**config.mk**
```make
export PLATFORM = sky130hd
export DESIGN_NAME = cfg_serial_loader
export DESIGN_NICKNAME = d
export VERILOG_FILES = /design/src/rtl/cfg_pkg.sv /design/src/rtl/cfg_preamble_det.sv /design/src/rtl/cfg_len_count.sv /design/src/rtl/cfg_serial_loader.sv
export SDC_FILE = /design/constraint.sdc
export NUM_CORES = 1
export LEC_CHECK = 0
export ABC_AREA = 1
export ABC_CLOCK_PERIOD_IN_PS = 6250
export CORE_MARGIN = 1
export CORE_UTILIZATION = 52
export CTS_CLUSTER_SIZE = 28
export DETAILED_ROUTE_END_ITERATION = 10
export PLACE_DENSITY = 0.77
export SKIP_LAST_GASP = 1
export SYNTH_ARGS = -nofsm -noshare
export SYNTH_HDL_FRONTEND = slang
export SYNTH_SLANG_ARGS = --single-unit
export TNS_END_PERCENT = 30
```
**constraint.sdc**
```tcl
create_clock -name cclk -period 6.25 [get_ports cclk]
set_input_delay 0.9375 -clock cclk [delete_from_list [all_inputs] [get_ports cclk]]
set_output_delay 0.9375 -clock cclk [all_outputs]
set_load 0.005 [all_outputs]
```
**src/rtl/cfg_pkg.sv**
```systemverilog
package cfg_pkg;

    typedef enum logic [2:0] {
        ST_INIT  = 3'd0,
        ST_CLEAR = 3'd1,
        ST_HUNT  = 3'd2,
        ST_LEN   = 3'd3,
        ST_LOAD  = 3'd4,
        ST_HOLD  = 3'd5
    } ld_state_e;

    localparam logic [2:0] MODE_SLAVE_SER  = 3'b111;
    localparam logic [2:0] MODE_MASTER_SER = 3'b000;
    localparam logic [2:0] MODE_PERIPH     = 3'b101;

    typedef enum logic [1:0] {
        ADJ_NOMINAL = 2'b00,
        ADJ_EARLY   = 2'b01,
        ADJ_LATE    = 2'b10,
        ADJ_SPARE   = 2'b11
    } done_adj_e;

endpackage

```
**src/rtl/cfg_preamble_det.sv**
```systemverilog
module cfg_preamble_det #(
    parameter int                PRE_W   = 16,
    parameter logic [PRE_W-1:0]  PATTERN = 16'h0F2D
) (
    input  logic clk,
    input  logic rst_n,
    input  logic restart,
    input  logic shift,
    input  logic din,
    output logic hit
);
    // window keeps the PRE_W-1 most recent bits; the current bit completes it
    logic [PRE_W-2:0] win_q, win_d;
    logic [PRE_W-1:0] view;

    always_comb begin
        view  = {win_q, din};
        win_d = win_q;
        if (restart)
            win_d = '1;
        else if (shift)
            win_d = view[PRE_W-2:0];
        hit = shift && !restart && (view == PATTERN);
    end

    always_ff @(posedge clk or negedge rst_n) begin
        if (!rst_n)
            win_q <= '1;
        else
            win_q <= win_d;
    end

endmodule

```
**src/rtl/cfg_len_count.sv**
```systemverilog
module cfg_len_count import cfg_pkg::*; #(
    parameter int LEN_W = 24,
    localparam int CW   = LEN_W + 1
) (
    input  logic          clk,
    input  logic          rst_n,
    input  logic          clr,
    input  logic          len_shift,
    input  logic          inc,
    input  logic          din,
    input  logic [1:0]    adj,
    output logic [CW-1:0] cnt,
    output logic          target_hit
);
    logic [LEN_W-1:0] len_q, len_d;
    logic [CW-1:0]    cnt_q, cnt_d;
    logic [CW-1:0]    tgt;
    logic [CW-1:0]    len_x;

    always_comb begin
        len_x = {1'b0, len_q};
        case (done_adj_e'(adj))
            ADJ_EARLY: tgt = len_x - 1'b1;
            ADJ_LATE:  tgt = len_x + 1'b1;
            default:   tgt = len_x;
        endcase

        len_d = len_shift ? {len_q[LEN_W-2:0], din} : len_q;

        if (clr)
            cnt_d = '0;
        else if (len_shift || inc)
            cnt_d = cnt_q + 1'b1;
        else
            cnt_d = cnt_q;

        target_hit = inc && ((cnt_q + 1'b1) == tgt);
    end

    always_ff @(posedge clk or negedge rst_n) begin
        if (!rst_n) begin
            len_q <= '0;
            cnt_q <= '0;
        end else begin
            len_q <= len_d;
            cnt_q <= cnt_d;
        end
    end

    assign cnt = cnt_q;

    // the length register only moves while the length field is shifting
    a_r4_len_frozen: assert property (@(posedge clk) disable iff (!rst_n)
        !len_shift |=> (len_q == $past(len_q)));

endmodule

```
**src/rtl/cfg_serial_loader.sv**
```systemverilog
module cfg_serial_loader import cfg_pkg::*; #(
    parameter int               PRE_W     = 16,
    parameter int               LEN_W     = 24,
    parameter int               PROG_BITS = 64,
    parameter int               POST_BITS = 4,
    parameter int               MEM_BITS  = 64,
    parameter logic [PRE_W-1:0] PATTERN   = 16'h0F2D
) (
    input  logic       cclk,
    input  logic       rst_n,
    input  logic [2:0] mode_pins,
    input  logic [1:0] done_adj,
    input  logic       sdin,
    output logic       sdout,
    output logic       done,
    output logic       io_en,
    output logic       mem_we,
    output logic       mem_wdata
);
    localparam int CW  = LEN_W + 1;
    localparam int CLW = $clog2(MEM_BITS) + 1;
    localparam logic [CW-1:0]  PROG_END = CW'(PROG_BITS);
    localparam logic [CW-1:0]  POST_END = CW'(PROG_BITS + POST_BITS);
    localparam logic [CW-1:0]  LEN_LAST = CW'(LEN_W - 1);
    localparam logic [CLW-1:0] CLR_LAST = CLW'(MEM_BITS - 1);

    typedef struct packed {
        ld_state_e      st;
        logic [CLW-1:0] clr;
        logic           dout;
        logic           done;
        logic           io_en;
        logic           we;
        logic           wd;
    } core_t;

    core_t q, d;

    logic          pd_restart, pd_shift, pd_hit;
    logic          lc_clr, lc_len, lc_inc, lc_tgt;
    logic [CW-1:0] lc_cnt, k;

    cfg_preamble_det #(.PRE_W(PRE_W), .PATTERN(PATTERN)) u_pre (
        .clk     (cclk),
        .rst_n   (rst_n),
        .restart (pd_restart),
        .shift   (pd_shift),
        .din     (sdin),
        .hit     (pd_hit)
    );

    cfg_len_count #(.LEN_W(LEN_W)) u_len (
        .clk        (cclk),
        .rst_n      (rst_n),
        .clr        (lc_clr),
        .len_shift  (lc_len),
        .inc        (lc_inc),
        .din        (sdin),
        .adj        (done_adj),
        .cnt        (lc_cnt),
        .target_hit (lc_tgt)
    );

    always_comb begin
        d          = q;
        d.we       = 1'b0;
        d.wd       = 1'b0;
        d.dout     = 1'b1;
        pd_restart = 1'b0;
        pd_shift   = 1'b0;
        lc_clr     = 1'b0;
        lc_len     = 1'b0;
        lc_inc     = 1'b0;
        k          = lc_cnt + 1'b1;

        case (q.st)
            ST_INIT: begin
                pd_restart = 1'b1;
                lc_clr     = 1'b1;
                d.clr      = '0;
                if (mode_pins == MODE_SLAVE_SER || mode_pins == MODE_MASTER_SER)
                    d.st = ST_CLEAR;
                else
                    d.st = ST_HOLD;
            end
            ST_CLEAR: begin
                pd_restart = 1'b1;
                d.we       = 1'b1;
                if (q.clr == CLR_LAST)
                    d.st = ST_HUNT;
                else
                    d.clr = q.clr + 1'b1;
            end
            ST_HUNT: begin
                pd_shift = 1'b1;
                d.dout   = sdin;
                if (pd_hit) begin
                    lc_clr = 1'b1;
                    d.st   = ST_LEN;
                end
            end
            ST_LEN: begin
                lc_len = 1'b1;
                d.dout = sdin;
                if (lc_cnt == LEN_LAST) begin
                    lc_clr = 1'b1;
                    d.st   = ST_LOAD;
                end
            end
            ST_LOAD: begin
                lc_inc  = !q.done;
                d.done  = q.done | lc_tgt;
                d.io_en = q.done;
                if (q.done || k > POST_END) begin
                    d.dout = sdin;
                end else if (k <= PROG_END) begin
                    d.we = 1'b1;
                    d.wd = sdin;
                end
            end
            default: ;
        endcase
    end

    always_ff @(posedge cclk or negedge rst_n) begin
        if (!rst_n)
            q <= '{st: ST_INIT, clr: '0, dout: 1'b1, done: 1'b0,
                   io_en: 1'b0, we: 1'b0, wd: 1'b0};
        else
            q <= d;
    end

    assign sdout     = q.dout;
    assign done      = q.done;
    assign io_en     = q.io_en;
    assign mem_we    = q.we;
    assign mem_wdata = q.wd;

    // done is sticky until reset
    a_r8_done_sticky: assert property (@(posedge cclk) disable iff (!rst_n)
        q.done |=> q.done);

    // io_en only follows an earlier done
    a_r9_io_after_done: assert property (@(posedge cclk) disable iff (!rst_n)
        q.io_en |-> $past(q.done));

    // strobes only come from the clear or load phases
    a_r5_we_source: assert property (@(posedge cclk) disable iff (!rst_n)
        q.we |-> ($past(q.st) == ST_CLEAR || $past(q.st) == ST_LOAD));

    // nonzero write data only from the load phase
    a_r2_clear_zero: assert property (@(posedge cclk) disable iff (!rst_n)
        q.wd |-> ($past(q.st) == ST_LOAD));

    // an idle mode never writes nor completes
    a_r1_hold_quiet: assert property (@(posedge cclk) disable iff (!rst_n)
        (q.st == ST_HOLD) |-> (!q.we && !q.done && q.dout));

    // the length compare fires at most once
    a_r8_single_hit: assert property (@(posedge cclk) disable iff (!rst_n)
        lc_tgt |=> !lc_tgt);

endmodule

```
==> qor.yml <==
status:
  status: "finished clean"
clock_network:
  cts.path.max_buffers: 2
  cts_tree: "yes"
  htree_levels: 3
  cts_num_sinks: 79
  clock_latency_ps: 350
  postCtsHoldBufs: 0
  cts_made_buffers: 9
  cts-root-buf: "clkbuf_16"
  postCtsSetupBuffers: 0
  cts.clk_slew.worst_paths_ps: 60
  cts_resized: 0
placed_design:
  place_ws_ps: 1910
  io_buffers: 12
  place_area_um2: 7090
  dp.cells: 1278
  gp_congestion: 0.924
  dp.final_hpwl_mm: 13.8
global_routing:
  grt_overflow: 0
  grt_pass1_wl_mm: 29.6
  top_usage_layer: "met2"
  grt_pass1_vias: 6265
  gr-usage-met3_pct: 4.31
  antenna_found_initial: 0
  met1_usage_pct: 39.0
  grt_util_met2_pct: 45.2
  grt_max_degree: 80
  track_usage_pct: 28.1
drt:
  drtIter0Drc: 562
  drcViolationCount: 0
  num_vias: 6978
  wl_per_cell_um: 13.7
  vias_per_cell: 5.39
  drtAntennaViolNets: 0
  wl_mm: 17.8
  dr.pass1.iters: 6
layout:
  design_area_um2: 7370
  fin_util_pct: 58.0
  final_cells: 1294
  fillers: 1283
  areaGrowthSynthToFinish_pct: 8.17
  seqCellArea_um2: 2000
  final_nets: 1153
  drive_gt1_share_pct: 6.68
  multi_input_area_um2: 3980
  diodes: 0
timing:
  tightest_slew_ps: 1040
  slew_headroom_pct: 30.5
  max_freq_mhz: 249
  setup_viol: 0
  rsz0062_at_grt: "false"
  setup_slack_ps: 2240
  finalSetupTns_ps: 0
  hold_slack_ps: 465
  post-route-min-period_ps: 4010
  skew_ps: 7.05
  drv_slew: 0
  min_period_over_period_pct: 64.1
  hold_viol_final: 0
yosys:
  ys_warn_count: 0
  async_flop_share_pct: 100
  synthTopCellsByArea: "dfrtp_1 (23%), nand2_1 (21%), inv_1 (11%)"
  synth.net_count: 1147
  synth.most_common_cell: "nand2_1"
  synth_largest_area_cell: "dfrtp_1"
  syn_inst: 1111
  synth_edf_count: 0
  syn_area_um2: 6820
  ys_top_cells_by_count: "nand2_1 (376), inv_1 (192), nand3_1 (118)"
  synth_top_area_share_pct: 23.1
  synth_seq_cells: 79
  ys.flop_type: "dfrtp_1"
  synth.distinct_cells: 37
  synth-seq-area-share_pct: 29.3
  syn-mean-instance-area_um2: 6.14
worst_setup_path:
  cp-startpoint: "done_adj[0]"
  reg2reg_from: "u_len.cnt[0]$_DFFE_PN0P_"
  r2r_cells: 11
  critPathLaunchType: "input port"
  r2r_setup_slack_ps: 2940
  criticalPathCategory: "input port to flop"
  end_kind: "flop"
  critPathRequiredTime_ps: 6530
  reg2reg_to: "u_len.cnt[0]$_DFFE_PN0P_"
  crit_end: "done$_DFFE_PN0P_"
  worstPathMaxFanout: 26
  cp.arrival_ps: 4290
floorplanning:
  floorplan.die_area_um2: 13600
  core-area_um2: 12700
  die_h_um: 116
  num_io_pins: 13
  initial_utilization_pct: 53.6
  die-width_um: 116
  rows: 41
flow_run:
  maxCapViolations: 0
power_and_ir_drop:
  p_leak_nw: 4.02
  p_sw_mw: 0.721
  vdd_drop_max_v: 0.000243
  power_frac_comb_pct: 33.9
  clkPwrFrac_pct: 27.9
  seqPwrFrac_pct: 38.1
  powerDensity_nw_per_um2: 249
  switching_share_pct: 39.2
  p_int_mw: 1.12
  design_power_total_mw: 1.84
worst_hold_path:
  min_path_type: "flop to flop"
  hold_path_startpoint: "q[10]$_DFFE_PN0P_"
cell type report:
type | count | share of cell area [%]
clock inverter | 6 | 0.662
timing repair buffer | 14 | 1.80
clock buffer | 10 | 3.24
multi-input combinational | 810 | 54.0
inverter | 203 | 10.3
sequential | 79 | 27.1
tap | 172 | 2.92
layer usage:
| layer | share of wire (%) | wire length, um |
|---|---|---|
| met1 | 47 | 8290 |
| met2 | 45 | 7940 |
| met3 | 6.2 | 1110 |
| met4 | 2.4 | 428 |
| met5 | 0 | 0 |
cells by family after synthesis:
kind of cell	after synthesis	synth area share, %
and+or+nand+nor	652	41.8
adders and majority gates	28	5.25
DFF	79	29.3
AOI/OAI and AO/OA	116	9.09
buffers and inverters	222	12.4
xor gates and xnor gates	14	2.13
how the worst min path moves through the flow:
stage,cells after the start,slack [ps],end
3_5_place_dp,1,450,q[10]$_DFFE_PN0P_
2_1_floorplan,1,430,q[10]$_DFFE_PN0P_
4_1_cts,1,460,q[10]$_DFFE_PN0P_
5_1_grt,1,470,q[10]$_DFFE_PN0P_
6_report,1,460,q[10]$_DFFE_PN0P_
3_3_place_gp,1,450,q[10]$_DFFE_PN0P_
registers in the layout (all words and copies together), names as in the netlist:
register,count
done,1
io_en,1
mem_wdata,1
mem_we,1
q,10
sdout,1
u_len.cnt,25
u_len.len_q,24
u_pre.win_q,15
cell usage in the layout (no fill, tap or decap), drive strengths merged:
master,instances
a21boi,1
a31oi,1
dfstp,16
nor3,26
nor4,4
clkbuf,10
o211ai,1
and3,1
o22ai,21
nand3,121
ha,27
o41ai,1
or2,1
fa,1
nand3b,3
a21oi,40
nand4,29
inv,207
nor2,86
clkinv,2
o21ai,50
a21o,1
nand2,381
xor2,13
xnor2,1
clkdlybuf4s50,11
dfrtp,63
buf,3
critical path, stage by stage:
cell             delay (ps)
clkdlybuf4s50_1         450
inv_1                    40
ha_1                    200
inv_1                   660
ha_1                    430
nand3_1                 150
nand3_1                 160
nand2_1                 120
nand2_1                  80
nand2_1                 120
nand2_1                  80
nand2_1                 100
nand2_1                  50
nand2_1                  60
nand3_1                 100
xor2_1                  210
nor3_1                  190
nand2_1                  70
nand2_1                  50
power by group through the flow:
stage	logic (mW)	clock network, mW	registers (mW)
2_1_floorplan	0.481	0	0.685
3_3_place_gp	0.615	0	0.707
3_5_place_dp	0.621	0	0.708
4_1_cts	0.624	0.525	0.700
5_1_grt	0.725	0.540	0.714
6_report	0.624	0.513	0.701
No activity file was read; power rests on OpenSTA's default activity.
